## config.mk

```make
export PLATFORM = sky130hd
export DESIGN_NAME = e1_tx_timing
export DESIGN_NICKNAME = d
export VERILOG_FILES = /design/src/rtl/e1_tx_pkg.sv /design/src/rtl/e1_edge_det.sv /design/src/rtl/e1_pos_cnt.sv /design/src/rtl/e1_field_dec.sv /design/src/rtl/e1_tx_timing.sv
export SDC_FILE = /design/constraint.sdc
export NUM_CORES = 1
export LEC_CHECK = 0
export BUFFER_PORTS_ARGS = -buffer_cell sky130_fd_sc_hd__buf_2
export CORE_UTILIZATION = 47
export DETAILED_ROUTE_END_ITERATION = 16
export GPL_ROUTABILITY_DRIVEN = 0
export PLACE_DENSITY_LB_ADDON = 0.3
export SLEW_MARGIN = 5
export SYNTH_ARGS = -nofsm -noshare
export SYNTH_HDL_FRONTEND = slang
export SYNTH_SLANG_ARGS = --single-unit
```

## constraint.sdc

```tcl
create_clock -name clk_i -period 1.95 [get_ports clk_i]
set_input_delay 0.0975 -clock clk_i [delete_from_list [all_inputs] [get_ports clk_i]]
set_output_delay 0.0975 -clock clk_i [all_outputs]
set_load 0.01 [all_outputs]
```

## src/rtl/e1_tx_pkg.sv

```systemverilog
package e1_tx_pkg;
  localparam int unsigned BITS_PER_TS_D   = 8;
  localparam int unsigned TS_PER_FRAME_D  = 32;
  localparam int unsigned FRAMES_PER_MF_D = 16;
  localparam int unsigned SIG_TS_D        = 16;

  typedef struct packed {
    logic intl;
    logic nat;
    logic xd;
    logic sig;
  } strobes_t;
endpackage

```

## src/rtl/e1_edge_det.sv

```systemverilog
module e1_edge_det #(
  parameter int unsigned N = 2
) (
  input  logic         clk_i,
  input  logic         rst_ni,
  input  logic [N-1:0] lvl_i,
  output logic [N-1:0] rise_o
);
  logic [N-1:0] lvl_q;

  for (genvar g = 0; g < N; g++) begin : g_ch
    always_ff @(posedge clk_i or negedge rst_ni) begin
      if (!rst_ni) lvl_q[g] <= 1'b0;
      else         lvl_q[g] <= lvl_i[g];
    end
    assign rise_o[g] = lvl_i[g] & ~lvl_q[g];


    single_pulse_chk: assert property (@(posedge clk_i) disable iff (!rst_ni)
      rise_o[g] |=> !rise_o[g]);
  end
endmodule

```

## src/rtl/e1_pos_cnt.sv

```systemverilog
module e1_pos_cnt #(
  parameter int unsigned BITS = 8,
  parameter int unsigned TS   = 32,
  parameter int unsigned FR   = 16,
  localparam int unsigned BW  = $clog2(BITS),
  localparam int unsigned TW  = $clog2(TS),
  localparam int unsigned FW  = $clog2(FR)
) (
  input  logic          clk_i,
  input  logic          rst_ni,
  input  logic          fload_i,
  input  logic          mload_i,
  output logic [BW-1:0] bit_o,
  output logic [TW-1:0] ts_o,
  output logic [FW-1:0] fr_o
);
  logic [BW-1:0] bit_q;
  logic [TW-1:0] ts_q;
  logic [FW-1:0] fr_q, fr_nxt;

  assign fr_nxt = (fr_q == FW'(FR - 1)) ? '0 : fr_q + FW'(1);

  always_ff @(posedge clk_i or negedge rst_ni) begin
    if (!rst_ni) begin
      bit_q <= '0;
      ts_q  <= '0;
      fr_q  <= '0;
    end else if (mload_i) begin
      bit_q <= '0;
      ts_q  <= '0;
      fr_q  <= '0;
    end else if (fload_i) begin
      bit_q <= '0;
      ts_q  <= '0;
      fr_q  <= fr_nxt;
    end else if (bit_q == BW'(BITS - 1)) begin
      bit_q <= '0;
      if (ts_q == TW'(TS - 1)) begin
        ts_q <= '0;
        fr_q <= fr_nxt;
      end else begin
        ts_q <= ts_q + TW'(1);
      end
    end else begin
      bit_q <= bit_q + BW'(1);
    end
  end

  assign bit_o = bit_q;
  assign ts_o  = ts_q;
  assign fr_o  = fr_q;


  bit_step_chk: assert property (@(posedge clk_i) disable iff (!rst_ni)
    (!fload_i && !mload_i) |=>
      (bit_q == (($past(bit_q) == BW'(BITS - 1)) ? '0 : $past(bit_q) + BW'(1))));

  mload_chk: assert property (@(posedge clk_i) disable iff (!rst_ni)
    mload_i |=> (bit_q == '0 && ts_q == '0 && fr_q == '0));

  fload_chk: assert property (@(posedge clk_i) disable iff (!rst_ni)
    (fload_i && !mload_i) |=> (bit_q == '0 && ts_q == '0 &&
      fr_q == (($past(fr_q) == FW'(FR - 1)) ? '0 : $past(fr_q) + FW'(1))));
endmodule

```

## src/rtl/e1_field_dec.sv

```systemverilog
module e1_field_dec
  import e1_tx_pkg::*;
#(
  parameter int unsigned BITS   = 8,
  parameter int unsigned TS     = 32,
  parameter int unsigned FR     = 16,
  parameter int unsigned SIG_TS = 16,
  localparam int unsigned BW    = $clog2(BITS),
  localparam int unsigned TW    = $clog2(TS),
  localparam int unsigned FW    = $clog2(FR)
) (
  input  logic [BW-1:0] bit_i,
  input  logic [TW-1:0] ts_i,
  input  logic [FW-1:0] fr_i,
  input  logic          cas_en_i,
  input  logic          nat_en_i,
  output logic          chclk_o,
  output logic          sig_ts_o,
  output logic          align_o,
  output logic          mf_o,
  output strobes_t      stb_o
);
  // zero-based bit indices: bit 4 -> 3, bits 5/7/8 -> 4/6/7
  localparam logic [BW-1:0] NAT_FIRST = BW'(3);
  localparam logic [BW-1:0] XD_A      = BW'(4);
  localparam logic [BW-1:0] XD_B      = BW'(6);
  localparam logic [BW-1:0] XD_C      = BW'(7);

  logic ts0, ts_sig, fr0;

  always_comb begin
    ts0      = (ts_i == '0);
    ts_sig   = (ts_i == TW'(SIG_TS));
    fr0      = (fr_i == '0);
    chclk_o  = (bit_i < BW'(BITS / 2));
    sig_ts_o = ts_sig;
    align_o  = ~fr_i[0];
    mf_o     = fr0;
    stb_o.intl = ts0 && (bit_i == '0);
    stb_o.nat  = nat_en_i && ts0 && fr_i[0] && (bit_i >= NAT_FIRST);
    stb_o.xd   = cas_en_i && ts_sig && fr0 &&
                 (bit_i == XD_A || bit_i == XD_B || bit_i == XD_C);
    stb_o.sig  = cas_en_i && ts_sig && !fr0;
  end
endmodule

```

## src/rtl/e1_tx_timing.sv

```systemverilog
module e1_tx_timing
  import e1_tx_pkg::*;
#(
  parameter int unsigned BITS   = BITS_PER_TS_D,
  parameter int unsigned TS     = TS_PER_FRAME_D,
  parameter int unsigned FR     = FRAMES_PER_MF_D,
  parameter int unsigned SIG_TS = SIG_TS_D,
  localparam int unsigned BW    = $clog2(BITS),
  localparam int unsigned TW    = $clog2(TS),
  localparam int unsigned FW    = $clog2(FR)
) (
  input  logic clk_i,
  input  logic rst_ni,
  input  logic fsync_i,
  input  logic msync_i,
  input  logic cas_en_i,
  input  logic nat_en_i,
  output logic chclk_o,
  output logic sig_ts_o,
  output logic align_frame_o,
  output logic mf_o,
  output logic xd_stb_o,
  output logic sig_stb_o,
  output logic intl_stb_o,
  output logic nat_stb_o
);
  logic [1:0]    rise;
  logic [BW-1:0] bit_pos;
  logic [TW-1:0] ts_pos;
  logic [FW-1:0] fr_pos;
  strobes_t      stb;

  e1_edge_det #(.N(2)) i_edge (
    .clk_i  (clk_i),
    .rst_ni (rst_ni),
    .lvl_i  ({msync_i, fsync_i}),
    .rise_o (rise)
  );

  e1_pos_cnt #(.BITS(BITS), .TS(TS), .FR(FR)) i_cnt (
    .clk_i   (clk_i),
    .rst_ni  (rst_ni),
    .fload_i (rise[0]),
    .mload_i (rise[1]),
    .bit_o   (bit_pos),
    .ts_o    (ts_pos),
    .fr_o    (fr_pos)
  );

  e1_field_dec #(.BITS(BITS), .TS(TS), .FR(FR), .SIG_TS(SIG_TS)) i_dec (
    .bit_i    (bit_pos),
    .ts_i     (ts_pos),
    .fr_i     (fr_pos),
    .cas_en_i (cas_en_i),
    .nat_en_i (nat_en_i),
    .chclk_o  (chclk_o),
    .sig_ts_o (sig_ts_o),
    .align_o  (align_frame_o),
    .mf_o     (mf_o),
    .stb_o    (stb)
  );

  assign xd_stb_o   = stb.xd;
  assign sig_stb_o  = stb.sig;
  assign intl_stb_o = stb.intl;
  assign nat_stb_o  = stb.nat;


  xd_sig_excl_chk: assert property (@(posedge clk_i) disable iff (!rst_ni)
    !(xd_stb_o && sig_stb_o));

  mf_align_chk: assert property (@(posedge clk_i) disable iff (!rst_ni)
    mf_o |-> align_frame_o);

  intl_outside_sig_chk: assert property (@(posedge clk_i) disable iff (!rst_ni)
    intl_stb_o |-> (!sig_ts_o && chclk_o));

  sig_entry_chclk_chk: assert property (@(posedge clk_i) disable iff (!rst_ni)
    $rose(sig_ts_o) |-> chclk_o);

  msync_to_mf_chk: assert property (@(posedge clk_i) disable iff (!rst_ni)
    (msync_i && !$past(msync_i)) |=> (mf_o && intl_stb_o));
endmodule

```

==> Word-level counts from Yosys, hierarchy flattened <==
Cells that the tools add are included.
W data, S select, Z words.
{ "op_classes": {"n_addsub": 3, "n_lt_le_gt_ge": 2, "n_eq_ne": 6, "n_mux": 12, "n_bitwise": 5, "reduce_logical": 17} }
{ "ops": {"columns": ["cell", "n"], "rows": [
  ["$mux W4", 5],
  ["$mux W5", 4],
  ["$eq A5 B5 Y1 const B", 2],
  ["$eq A3 B3 Y1 const B", 3],
  ["$mux W3", 3],
  ["$logic_and A1 B1 Y1", 8],
  ["$reduce_bool A3 Y1", 2],
  ["$add A5 B1 Y5 const B", 1],
  ["$logic_not A5 Y1", 1],
  ["$add A4 B1 Y4 const B", 1],
  ["$eq A4 B4 Y1 const B", 1],
  ["$logic_not A4 Y1", 1],
  ["$add A3 B1 Y3 const B", 1],
  ["$ge A3 B2 Y1 const B", 1],
  ["$logic_not A3 Y1", 1],
  ["$lt A3 B3 Y1 const B", 1],
  ["$not A1 Y1", 3],
  ["$and A1 B1 Y1", 2],
  ["$logic_or A1 B1 Y1", 2],
  ["$reduce_and A2 Y1", 1],
  ["$logic_not A1 Y1", 1]
]} }
{ "totals": {"register_bits": 14, "in_bits": 6, "output_inout_bits": 8} }

==> Depth between registers and ports, before layout <==
{ "depth": {"word_depth": 6, "depth_mapped": 6, "depth_no_buf": 6} }

==> Hierarchy <==
From an unflattened synthesis, not the netlist that was laid out.
{ "unflattened": {"hier_cells": 78, "hier_area_um2": 775.7} }
{ "modules_own_cells": {"columns": ["mod", "n_inst", "cells_each", "area_per_inst_um2"], "rows": [
  ["e1_pos_cnt", 1, 59, 608.1],
  ["e1_field_dec", 1, 15, 90.1],
  ["e1_edge_det", 1, 4, 77.6]
]} }

==> Worst setup path after synthesis <==
OpenSTA, ideal clock, no wires.
{ "synth_timing": {"kind": "reg-to-reg", "from": "register i_cnt.ts_q[0] (netlist: i_cnt.ts_o[0])", "to": "register i_cnt.ts_q[3] (netlist: i_cnt.ts_o[3])", "setup_time_ps": 82, "arrival_ps": 1581, "path_slack_ps": 287, "path_stages_with_launch": 7, "period_less_slack_ps": 1663, "cell_sequence": "dfrtp_1 -> ha_1 -> and3_2 -> ha_1 -> nand2b_1 -> or3_1 -> a31oi_1"} }
{ "synth_between": {"elab_chain_len": 5} }
{ "synth_rtl": {"columns": ["element", "line_no", "rtl"], "rows": [
  ["start, declared", "e1_pos_cnt.sv:18", "logic [TW-1:0] ts_q;"],
  ["start signal, assigned", "e1_pos_cnt.sv:42", "ts_q <= ts_q + TW'(1);"],
  ["$add A5 B1 Y5 / $eq A5 B5 Y1 (equally long branches)", "e1_pos_cnt.sv:42, e1_pos_cnt.sv:38", null],
  ["$mux W5 (*)", "e1_pos_cnt.sv:38", "if (ts_q == TW'(TS - 1)) begin"],
  ["$mux W5 (*)", "e1_pos_cnt.sv:36", "end else if (bit_q == BW'(BITS - 1)) begin"],
  ["$mux W5 (*)", "e1_pos_cnt.sv:32", "end else if (fload_i) begin"],
  ["$mux W5 (*)", "e1_pos_cnt.sv:28", "end else if (mload_i) begin"]
]} }
Every way passes the cells marked *; elsewhere a longest branch is shown, timed or not. The select of a mux whose other input is x is not followed.
A chain may end at the register's enable or synchronous reset.

==> Final worst setup path <==
{ "layout_timing": {"from": "register i_cnt.ts_q[0] (netlist: i_cnt.ts_o[0])", "to": "output nat_stb_o"} }
{ "layout_between": {"elab_chain_len": 4} }
{ "layout_rtl": {"columns": ["element", "line_no", "rtl"], "rows": [
  ["$logic_not A5 Y1", "e1_field_dec.sv:32", "ts0 = (ts_i == '0);"],
  ["$logic_and A1 B1 Y1 (3 in series)", "e1_field_dec.sv:40", "stb_o.nat = nat_en_i && ts0 && fr_i[0] && (bit_i >= NAT_FIRST);"],
  ["end, declared", "e1_tx_timing.sv:25", "output logic nat_stb_o"]
]} }
Every way passes these cells.

==> flow_metrics.py <==
metrics = {
    "run_status": {
        "status": "finished clean",
    },
    "placed_design": {
        "dp_hpwl_um": 1180,
        "place_ws_ps": 168,
        "port_buffers": 13,
    },
    "power_and_ir_drop": {
        "clkPwrFrac_pct": 22.4,
        "swShare_pct": 30.7,
        "combPwrFrac_pct": 24.2,
        "power.leakage_nw": 0.478,
        "design_power_total_mw": 0.691,
        "internal-power_mw": 0.479,
        "ir_worst_vdd_mv": 0.404,
        "p_seq_share_pct": 53.4,
        "power_switching_mw": 0.212,
        "power.density_mw_per_mm2": 693,
    },
    "job": {
        "cap_violations": 0,
    },
    "clock_network": {
        "cts_max_level": 1,
        "clk_latency_ps": 280,
        "cts-buffers-inserted": 3,
        "post-cts-setup-buffer-count": 0,
        "cts_tree": "done",
        "hold_buffers": 3,
        "clk_pin_slew_ps": 80,
        "clkSinkCount": 14,
        "cts_buffer_depth": 2,
        "cts_resized": 0,
        "clockRootBuffer": "clkbuf_4",
    },
    "die": {
        "dieHeight_um": 44.7,
        "dieArea_mm2": 0.00200,
        "io_pins": 14,
        "row_count": 15,
        "coreArea_mm2": 0.00173,
        "initial_core_util_pct": 49.7,
        "fp.dieW_um": 44.7,
    },
    "routing": {
        "drt-total-wl_um": 1530,
        "vias": 663,
        "dr.first_iter.drc_count": 8,
        "drtPass1Iterations": 4,
        "vias_per_cell": 5.14,
        "ant_nets": 0,
        "drc": 0,
        "avgRoutedWirePerCell_um": 11.8,
    },
    "timing": {
        "slew_violations": 0,
        "setup-violations-final": 0,
        "slew-limit-headroom_pct": 74.1,
        "fin_worst_skew_ps": 8.23,
        "rsz0062_at_grt": "false",
        "post-route-period-util_pct": 92.8,
        "tightest_slew_ps": 389,
        "fin_tns_setup_ps": 0,
        "worst_slack_ps": 141,
        "fmax_mhz": 553,
        "hold_violations": 0,
        "min_period_ps": 1810,
        "whs_ps": 237,
    },
    "setup_path": {
        "end_kind": "primary output",
        "path_class": "reg -> out",
        "max_stage_delay_ps": 470,
        "required_ps": 1850,
        "crit_arrival_ps": 1710,
        "cpLargestDelayFamily": "simple AND/OR/NAND/NOR gates",
        "worstPathCellList": "inv_1, ha_1, or4b_4, nor3_1, buf_2",
        "cp-start-kind": "flip-flop",
        "worst-path-buf-inv": 2,
        "cpMaxStageDelayCell": "or4b_4",
        "cp_max_fo": 3,
    },
    "final_layout": {
        "n_antenna_cell": 0,
        "fill_cells": 151,
        "regArea_um2": 350,
        "multiInputGateArea_um2": 468,
        "drive_gt1_share_pct": 21.2,
        "mostFrequentLayoutCell": "dfrtp_1",
        "syn_to_final_growth_pct": 16.2,
        "utilization_pct": 57.8,
        "layout.nets": 122,
        "layout_common_cells": "14 x dfrtp_1, 13 x buf_2, 10 x ha_1",
    },
    "global_route": {
        "grt_pass1_wl_um": 2430,
        "antenna_found_initial": 0,
        "grt_use_total_pct": 17.4,
        "grt_max_degree": 15,
        "grt_pass1_vias": 558,
        "grt_overflow": 0,
    },
    "synthesis": {
        "syn_nets": 103,
        "synth-seq-cells": 14,
        "yosysWarnings": 0,
        "ys_types": 29,
        "syn_inst": 87,
        "synth.avg_cell_area_um2": 9.87,
        "synth-seq-area-share_pct": 40.8,
        "syn_area_um2": 858,
    },
    "hold_path": {
        "hp-class": "in -> async",
    },
}
[worst paths after layout]
kind                            slack [ps]              end  cells after the start            from
worst max-delay path                   140        nat_stb_o                      5   i_cnt.ts_o[0]
worst min-delay path                   240    i_cnt.fr_o[0]                      2          rst_ni
worst max register to register         180    i_cnt.ts_o[3]                      6   i_cnt.ts_o[0]
worst min register to register         500   i_cnt.bit_o[0]                      1  i_cnt.bit_o[0]
max in group asynchronous             1470    i_cnt.ts_o[4]                      2          rst_ni
min in group clk_i                     490  i_edge.lvl_q[1]                      2         msync_i
[area by class of cell]
type	instances	area share, %
clock buffer	3	2.26
timing repair buffer	16	9.54
tap	25	3.14
inverter	8	3.01
sequential	14	35.1
multi-input combinational	63	46.9
[metrics by stage]
stage / instance area, µm² / instances
finish: 997 / 129
global route: 997 / 129
CTS: 997 / 129
detailed placement: 945 / 123
global placement: 945 / 123
floorplan: 858 / 87
[registers in the layout, summed over array words and instances (netlist names)]
signal,cells
i_cnt.ts_o,5
i_cnt.fr_o,4
i_cnt.bit_o,3
i_edge.lvl_q,2
[cells by family (layout without fill, tap and decap cells)]
kind of cell	after synthesis	count (layout)	synth area share (%)
AO/OA/AOI/OAI	13	13	9.91
buffers and inverters	10	27	4.66
multiplexers	3	3	3.64
adder cells (fa/ha/maj)	10	10	14.6
flip-flops	14	14	40.8
AND/OR/NAND/NOR	37	37	26.4
[power groups by stage]
| stage | Sequential [mW] | Combinational [mW] | Clock, mW |
|---|---|---|---|
| 2_1_floorplan | 0.363 | 0.116 | 0 |
| 3_3_place_gp | 0.372 | 0.159 | 0 |
| 3_5_place_dp | 0.373 | 0.164 | 0 |
| 4_1_cts | 0.368 | 0.169 | 0.164 |
| 5_1_grt | 0.375 | 0.191 | 0.173 |
| 6_report | 0.369 | 0.167 | 0.155 |
[routing by layer]
| metal | GRT usage [%] | vias to the layer above | routed length (µm) |
|---|---|---|---|
| met2 | 25.9 | 11 | 668 |
| met4 | 5.45 | 0 | 12 |
| met5 | 0 | - | 0 |
| li1 | - | 344 | - |
| met1 | 23.3 | 306 | 786 |
| met3 | 7.20 | 2 | 59 |
[Yosys cell counts]
master     number  area share, %
a211oi_1        1           0.87
nand3_1         4            2.3
or3_1           1           0.73
inv_1           8            3.5
nor2_1          6            2.6
or2_2           1           0.73
nor2b_1         2            1.5
o21ai_0         4            2.3
nor3b_1         2            1.7
dfrtp_1        14             41
o211ai_1        4            3.5
buf_2           2            1.2
nand3b_1        3            2.6
ha_1           10             15
a31oi_1         1           0.73
and2_1          1           0.73
and3_2          1           0.87
nand2_1         4            1.7
o2111ai_1       1            1.0
nand2b_1        4            2.9
a21oi_1         1           0.58
mux2_2          1            1.3
and4bb_2        2            2.9
o21a_1          1           0.87
nor3_1          2            1.2
mux2i_1         2            2.3
nand4_1         2            1.5
and3_1          1           0.73
or4b_4          1            1.6
Power figures use the tool's default switching activity.
